==> src/rtl/nest_pkg.sv <==
package nest_pkg;

    localparam int WORD_W = 48;

    typedef enum logic [2:0] {
        OP_NOP  = 3'd0,
        OP_ADD  = 3'd1,
        OP_SUB  = 3'd2,
        OP_XCHG = 3'd3,
        OP_PUSH = 3'd4
    } op_e;

    typedef enum logic [1:0] {
        ST_IDLE = 2'd0,
        ST_ONE  = 2'd1,
        ST_TWO  = 2'd2
    } step_e;

    typedef struct packed {
        op_e  op;
        logic fault;
    } instr_t;

    function automatic op_e decode_op(input logic [2:0] code);
        case (code)
            3'd1:    return OP_ADD;
            3'd2:    return OP_SUB;
            3'd3:    return OP_XCHG;
            3'd4:    return OP_PUSH;
            default: return OP_NOP;
        endcase
    endfunction

    function automatic logic is_arith(input op_e op);
        return (op == OP_ADD) || (op == OP_SUB);
    endfunction

    function automatic logic is_two_step(input op_e op);
        return is_arith(op) || (op == OP_XCHG);
    endfunction

endpackage

==> src/rtl/nest_ram.sv <==
module nest_ram #(
    parameter int DATA_W = 48,
    parameter int DEPTH  = 8,
    localparam int AW    = (DEPTH > 1) ? $clog2(DEPTH) : 1
) (
    input  logic              clk,
    input  logic              we,
    input  logic [AW-1:0]     addr,
    input  logic [DATA_W-1:0] wdata,
    output logic [DATA_W-1:0] rdata
);
    logic [DATA_W-1:0] cells [DEPTH];

    // read-first synchronous port
    always_ff @(posedge clk) begin
        rdata <= cells[addr];
        if (we) begin
            cells[addr] <= wdata;
        end
    end
endmodule

==> src/rtl/nest_adder.sv <==
module nest_adder #(
    parameter int DATA_W = 48
) (
    input  logic [DATA_W-1:0] a,
    input  logic [DATA_W-1:0] b,
    input  logic              sub,
    input  logic              cin,
    output logic [DATA_W-1:0] sum,
    output logic              ovf
);
    logic [DATA_W-1:0] opnd;

    always_comb begin
        opnd = sub ? ~b : b;
        sum  = a + opnd + DATA_W'(cin);
        // operands agree in sign but the result does not
        ovf  = (a[DATA_W-1] == opnd[DATA_W-1]) && (sum[DATA_W-1] != a[DATA_W-1]);
    end
endmodule

==> src/rtl/nest_seq.sv <==
module nest_seq
    import nest_pkg::*;
(
    input  logic  clk,
    input  logic  rst,
    input  logic  accept,
    input  op_e   op_in,
    output step_e step,
    output op_e   op_q
);
    always_ff @(posedge clk) begin
        if (rst) begin
            step <= ST_IDLE;
            op_q <= OP_NOP;
        end else begin
            case (step)
                ST_IDLE: if (accept) begin
                    step <= ST_ONE;
                    op_q <= op_in;
                end
                ST_ONE:  step <= is_two_step(op_q) ? ST_TWO : ST_IDLE;
                default: step <= ST_IDLE;
            endcase
        end
    end

    a_r2_two_then_idle: assert property (@(posedge clk) disable iff (rst)
        (step == ST_TWO) |=> (step == ST_IDLE));
    a_r2_accept_steps: assert property (@(posedge clk) disable iff (rst)
        (accept && step == ST_IDLE) |=> (step == ST_ONE));
    a_r2_one_step_ops: assert property (@(posedge clk) disable iff (rst)
        (step == ST_ONE && !is_two_step(op_q)) |=> (step == ST_IDLE));
endmodule

==> src/rtl/nest_alu.sv <==
module nest_alu
    import nest_pkg::*;
#(
    parameter int DATA_W     = nest_pkg::WORD_W,
    parameter int NEST_DEPTH = 8
) (
    input  logic              clk,
    input  logic              rst,
    input  logic              in_valid,
    output logic              in_ready,
    input  logic [2:0]        in_op,
    input  logic [DATA_W-1:0] push_data,
    output logic              busy,
    output logic [DATA_W-1:0] top_w1,
    output logic [DATA_W-1:0] top_w2,
    output logic              ovf_flag,
    output logic              stack_err
);
    localparam int AW = (NEST_DEPTH > 1) ? $clog2(NEST_DEPTH) : 1;
    localparam int PW = $clog2(NEST_DEPTH + 1);
    localparam logic [PW-1:0] FULL = PW'(NEST_DEPTH);

    step_e step;
    op_e   op_q;
    logic  accept;
    instr_t dec;

    logic [DATA_W-1:0] w1, w2, w3, b1, b2, nb;
    logic              cin_q;
    logic [PW-1:0]     ptr, ptr_m1;
    logic              ovf_q, err_q;

    logic              ram_we;
    logic [AW-1:0]     ram_addr;
    logic [DATA_W-1:0] ram_wdata, ram_rdata;
    logic [DATA_W-1:0] sum;
    logic              sum_ovf;

    assign busy     = (step != ST_IDLE);
    assign in_ready = !busy;
    assign accept   = in_valid && in_ready;
    assign ptr_m1   = ptr - PW'(1);

    always_comb begin
        dec.op    = decode_op(in_op);
        dec.fault = ((is_two_step(dec.op)) && (ptr == '0)) ||
                    ((dec.op == OP_PUSH) && (ptr == FULL));
    end

    nest_seq u_seq (
        .clk    (clk),
        .rst    (rst),
        .accept (accept),
        .op_in  (dec.fault ? OP_NOP : dec.op),
        .step   (step),
        .op_q   (op_q)
    );

    nest_adder #(.DATA_W(DATA_W)) u_add (
        .a   (b1),
        .b   (b2),
        .sub (op_q == OP_SUB),
        .cin (cin_q),
        .sum (sum),
        .ovf (sum_ovf)
    );

    always_comb begin
        ram_we    = 1'b0;
        ram_addr  = ptr_m1[AW-1:0];
        ram_wdata = w3;
        if (step == ST_ONE && op_q == OP_PUSH) begin
            ram_we   = 1'b1;
            ram_addr = ptr[AW-1:0];
        end else if (step == ST_TWO && op_q == OP_XCHG) begin
            ram_we    = 1'b1;
            ram_wdata = b1;
        end
    end

    nest_ram #(.DATA_W(DATA_W), .DEPTH(NEST_DEPTH)) u_ram (
        .clk   (clk),
        .we    (ram_we),
        .addr  (ram_addr),
        .wdata (ram_wdata),
        .rdata (ram_rdata)
    );

    always_ff @(posedge clk) begin
        if (rst) begin
            w1    <= '0;
            w2    <= '0;
            w3    <= '0;
            b1    <= '0;
            b2    <= '0;
            nb    <= '0;
            cin_q <= 1'b0;
            ptr   <= '0;
            ovf_q <= 1'b0;
            err_q <= 1'b0;
        end else begin
            case (step)
                ST_IDLE: if (accept) begin
                    nb <= push_data;
                    if (dec.fault) err_q <= 1'b1;
                end
                ST_ONE: begin
                    if (is_arith(op_q)) begin
                        b2    <= w1;
                        b1    <= w2;
                        nb    <= w3;
                        cin_q <= (op_q == OP_SUB);
                        ptr   <= ptr_m1;
                    end else if (op_q == OP_XCHG) begin
                        b2 <= w1;
                        b1 <= w2;
                    end else if (op_q == OP_PUSH) begin
                        w1  <= nb;
                        w2  <= w1;
                        w3  <= w2;
                        ptr <= ptr + PW'(1);
                    end
                end
                ST_TWO: begin
                    if (is_arith(op_q)) begin
                        w1 <= sum;
                        w2 <= nb;
                        w3 <= ram_rdata;
                        if (sum_ovf) ovf_q <= 1'b1;
                    end else if (op_q == OP_XCHG) begin
                        w1 <= w3;
                        w2 <= ram_rdata;
                        w3 <= b2;
                    end
                end
                default: ;
            endcase
        end
    end

    assign top_w1    = w1;
    assign top_w2    = w2;
    assign ovf_flag  = ovf_q;
    assign stack_err = err_q;

    a_r3_pop_depth: assert property (@(posedge clk) disable iff (rst)
        (step == ST_ONE && is_arith(op_q)) |=> (ptr == $past(ptr) - PW'(1)));
    a_r4_push_shift: assert property (@(posedge clk) disable iff (rst)
        (step == ST_ONE && op_q == OP_PUSH) |=> (w2 == $past(w1) && w3 == $past(w2)));
    a_r7_xchg_depth: assert property (@(posedge clk) disable iff (rst)
        (step == ST_ONE && op_q == OP_XCHG) |=> ##1 (ptr == $past(ptr, 2)));
    a_r6_ovf_sticky: assert property (@(posedge clk) disable iff (rst)
        ovf_q |=> ovf_q);
    a_r8_err_sticky: assert property (@(posedge clk) disable iff (rst)
        err_q |=> err_q);
    a_r8_depth_bound: assert property (@(posedge clk) disable iff (rst)
        ptr <= FULL);
endmodule

==> config.mk <==
export PLATFORM = sky130hd
export DESIGN_NAME = nest_alu
export DESIGN_NICKNAME = d
export VERILOG_FILES = /design/src/rtl/nest_pkg.sv /design/src/rtl/nest_ram.sv /design/src/rtl/nest_adder.sv /design/src/rtl/nest_seq.sv /design/src/rtl/nest_alu.sv
export SDC_FILE = /design/constraint.sdc
export NUM_CORES = 2
export LEC_CHECK = 0
export BUFFER_PORTS_ARGS = -buffer_cell sky130_fd_sc_hd__buf_2
export CAP_MARGIN = 20
export CORE_UTILIZATION = 45
export DETAILED_ROUTE_END_ITERATION = 8
export PLACE_DENSITY = 0.7
export SYNTH_ARGS = -nofsm -noshare
export SYNTH_HDL_FRONTEND = slang
export SYNTH_HIERARCHICAL = 1
export SYNTH_SLANG_ARGS = --single-unit
==> constraint.sdc <==
create_clock -name clk -period 10.1 [get_ports clk]
set_clock_uncertainty 0.1 [all_clocks]
set_input_delay 2.02 -clock clk [delete_from_list [all_inputs] [get_ports clk]]
set_output_delay 2.02 -clock clk [all_outputs]
set_load 0.01 [all_outputs]
==> run metrics <==
status finished clean; max-slew violation count 0; maximum VDD drop about 0.12 mV; FMAX 177 MHz; asr flop ratio synth 0%; Post-layout nets 3247; CP Cell Sequence nor3b_2 > buf_4 > xor2_1 > fa_1 > inv_1 > fa_1 > nand2b_1 > a21oi_1 > o21ai_0 > a311oi_1 > o21ai_0 > o21ai_1 > a221oi_1 > o21ai_0 > xnor2_1 > nand3_1 > o211ai_1 > a32o_1; Longest Clk Path Bufs 3; Remaining Overflow, GRT 0; top post-synthesis cells by area edfxtp_1 34%, dfxtp_1 21%, a32o_1 4.3%, mux2i_1 4.1%, a21oi_1 3.3%; yosys warns 6; post-synth top area cell edfxtp_1; hold crit path type reg -> reg; post-CTS resize count 0; Post CTS Setup Buffer Count 0; sequential fraction of the synthesis area approximately 55%; Routed Antenna Nets 0; # hold bufs at CTS 0; Die Wd 276 µm; DRT Wirelength roughly 90000 µm; post-synth cell types 69; CTS tree yes; Synth Instances between 3000 and 4000; H-Tree Depth 3; crit-path leading delay family compound AO/OA/AOI/OAI gates; Yosys top cell area share 34.1%; Die H 276 µm; Slowest-stage cell, CP o21ai_0; Mapped Nets about 3200; vias in the first global route 23800; root buffer cell clkbuf_16; Mapped Avg Cell Area 10.9 µm²; Worst-Margin Slew between 1 and 1.5 ns; relative slew slack 28.8%; unrepaired setup endpoints after global routing no; pin count of the biggest net entering global routing roughly 120; vias per cell 5.97; Data arrival, critical path 6.08 ns; Design Area, Final 0.0378 mm²; Post-synth EDFFs 384; routability cong. around 0.88; estimated wirelength of the detail-placed design 55400 µm; n_diodes 0; Crit Path Category reg -> reg; share of layout cells above drive strength 1 18.6%; io pins 154; DR pass1 iterations 7; vias 24900; clk_lat worst skew around 0.63 ns; WP buf/inv 2; die area between 0.07 and 0.08 mm²; Final Hold Fails 0; final setup fails 0; Num CTS Buffers 77; Most common cell on crit path o21ai_0; Non-Filler Instances 4173; Util after Layout just over 50%; area grow syn2layout 11.8%; initial antenna violation count 0; MaxCap Viol Count 0; CORE AREA 0.0744 mm²; Synth Register Bits 732; GRT Total Usage 23.7%; clock-pin slew on the worst setup and hold paths 0.06 ns; global-route wire length before repair 142000 µm; Post-synth top flop edfxtp_1; placed cell area 0.0352 mm²; commonest non-fill, non-tap cells in the layout 384 x edfxtp_1, 348 x dfxtp_1, 241 x nand2_1; crit path max fanout 25; drt initial violations 2148; placed insts slightly above 4000; Cell Area, Synth approximately 0.034 mm²; commonest non-fill, non-tap cell in the layout edfxtp_1; fin crit share a little under three fifths; CP Capture Type register; pwr/cell area 172 mW/mm²; CTS sink count 732; Worst EP required 10.52 ns; routed wire length per instance 22.1 µm; Starting Density 45.5%; Lkg Pwr around 14 nW; DRC viols 0; Final min period around 5.7 ns; Setup TNS 0 ns; CP max stage delay 0.62 ns; nature of the critical path startpoint register; port bufs 153; # rows 100; final hold slack 0.360 ns
synthesized netlist by cell type, drive strengths merged (11+ instances only):
| master | instances |
|---|---|
| a21o | 26 |
| a22oi | 42 |
| ha | 52 |
| o22ai | 11 |
| buf | 124 |
| nor2 | 103 |
| nand2b | 13 |
| mux2i | 139 |
| a21oi | 223 |
| mux2 | 95 |
| inv | 169 |
| xnor2 | 28 |
| nor2b | 11 |
| clkbuf | 125 |
| nand2 | 243 |
| edfxtp | 384 |
| dfxtp | 348 |
| nand4 | 13 |
| xor2 | 68 |
| or2 | 148 |
| or3 | 51 |
| nand3 | 151 |
| a211oi | 33 |
| o21ai | 116 |
| a32o | 144 |
| o211ai | 146 |
sequential cells by signal, indices dropped and copies added, names as in the netlist, 4 cells and up:
register	count
top_w2	48
u_ram/cells	384
top_w1	48
b2	48
ptr	4
u_ram/rdata	48
nb	48
w3	48
b1	48
cells by family after synthesis:
group | after synthesis | share of synthesized area (%)
flip-flops | 732 | 54.6
AND/OR/NAND/NOR | 775 | 11.4
adder cells (fa/ha/maj) | 54 | 2.04
buffers and inverters | 418 | 5.21
AO/OA/AOI/OAI | 797 | 16.3
multiplexers | 244 | 7.93
XOR/XNOR | 96 | 2.51
routing by layer:
layer / GRT usage (%) / part of all wire (%)
met1: 33.0 / 45
met2: 37.8 / 47
met3: 3.46 / 6.3
met4: 7.79 / 2.6
met5: 0 / 0
metrics by stage:
stage,power (mW),worst slack [ns]
2_1_floorplan,3.48,3.72
3_3_place_gp,3.59,4.61
3_5_place_dp,3.60,4.54
4_1_cts,6.55,4.50
5_1_grt,6.70,4.18
6_report,6.51,4.44
final timing paths:
| check | start | endpoint | slack (ns) | depth (start not counted) |
|---|---|---|---|---|
| worst max-delay path | u_seq/op_q[1]$_SDFFE_PP0P_ | top_w1[40]$_SDFFE_PP0P_ | 4.44 | 18 |
| worst min-delay path | u_ram/cells[5][36]$_DFFE_PP_ | u_ram/rdata[36]$_DFF_P_ | 0.36 | 2 |
| worst min register to register | u_ram/cells[5][36]$_DFFE_PP_ | u_ram/rdata[36]$_DFF_P_ | 0.36 | 2 |
| worst max register to register | u_seq/op_q[1]$_SDFFE_PP0P_ | top_w1[40]$_SDFFE_PP0P_ | 4.44 | 18 |
report_power, final:
group	switching [mW]	leakage, nW	internal (mW)
clock	1.20	1.27	1.77
combinational	0.242	7.26	0.120
sequential	0.0354	5.48	3.14
total	1.47	14.0	5.04
worst register-to-register path, stage by stage (launching register included):
cell and delay [ns]:
dfxtp_1 0.57, nor3b_2 0.24, buf_4 0.44, xor2_1 0.16, fa_1 0.40, inv_1 0.08, fa_1 0.19, nand2b_1 0.14
a21oi_1 0.09, o21ai_0 0.61, a311oi_1 0.29, o21ai_0 0.62, o21ai_1 0.27, a221oi_1 0.51, o21ai_0 0.20, xnor2_1 0.15
nand3_1 0.08, o211ai_1 0.11, a32o_1 0.30
final cells by class:
| cell class | count | area [µm²] |
|---|---|---|
| Clock buffer | 103 | 2130 |
| Clock inverter | 41 | 515 |
| Fill cell | 6449 | 36600 |
| Inverter | 169 | 637 |
| Multi-Input combinational cell | 1966 | 13800 |
| Sequential cell | 732 | 18500 |
| Tap cell | 969 | 1210 |
| Timing Repair Buffer | 193 | 1090 |
Power figures use the tool's default switching activity.
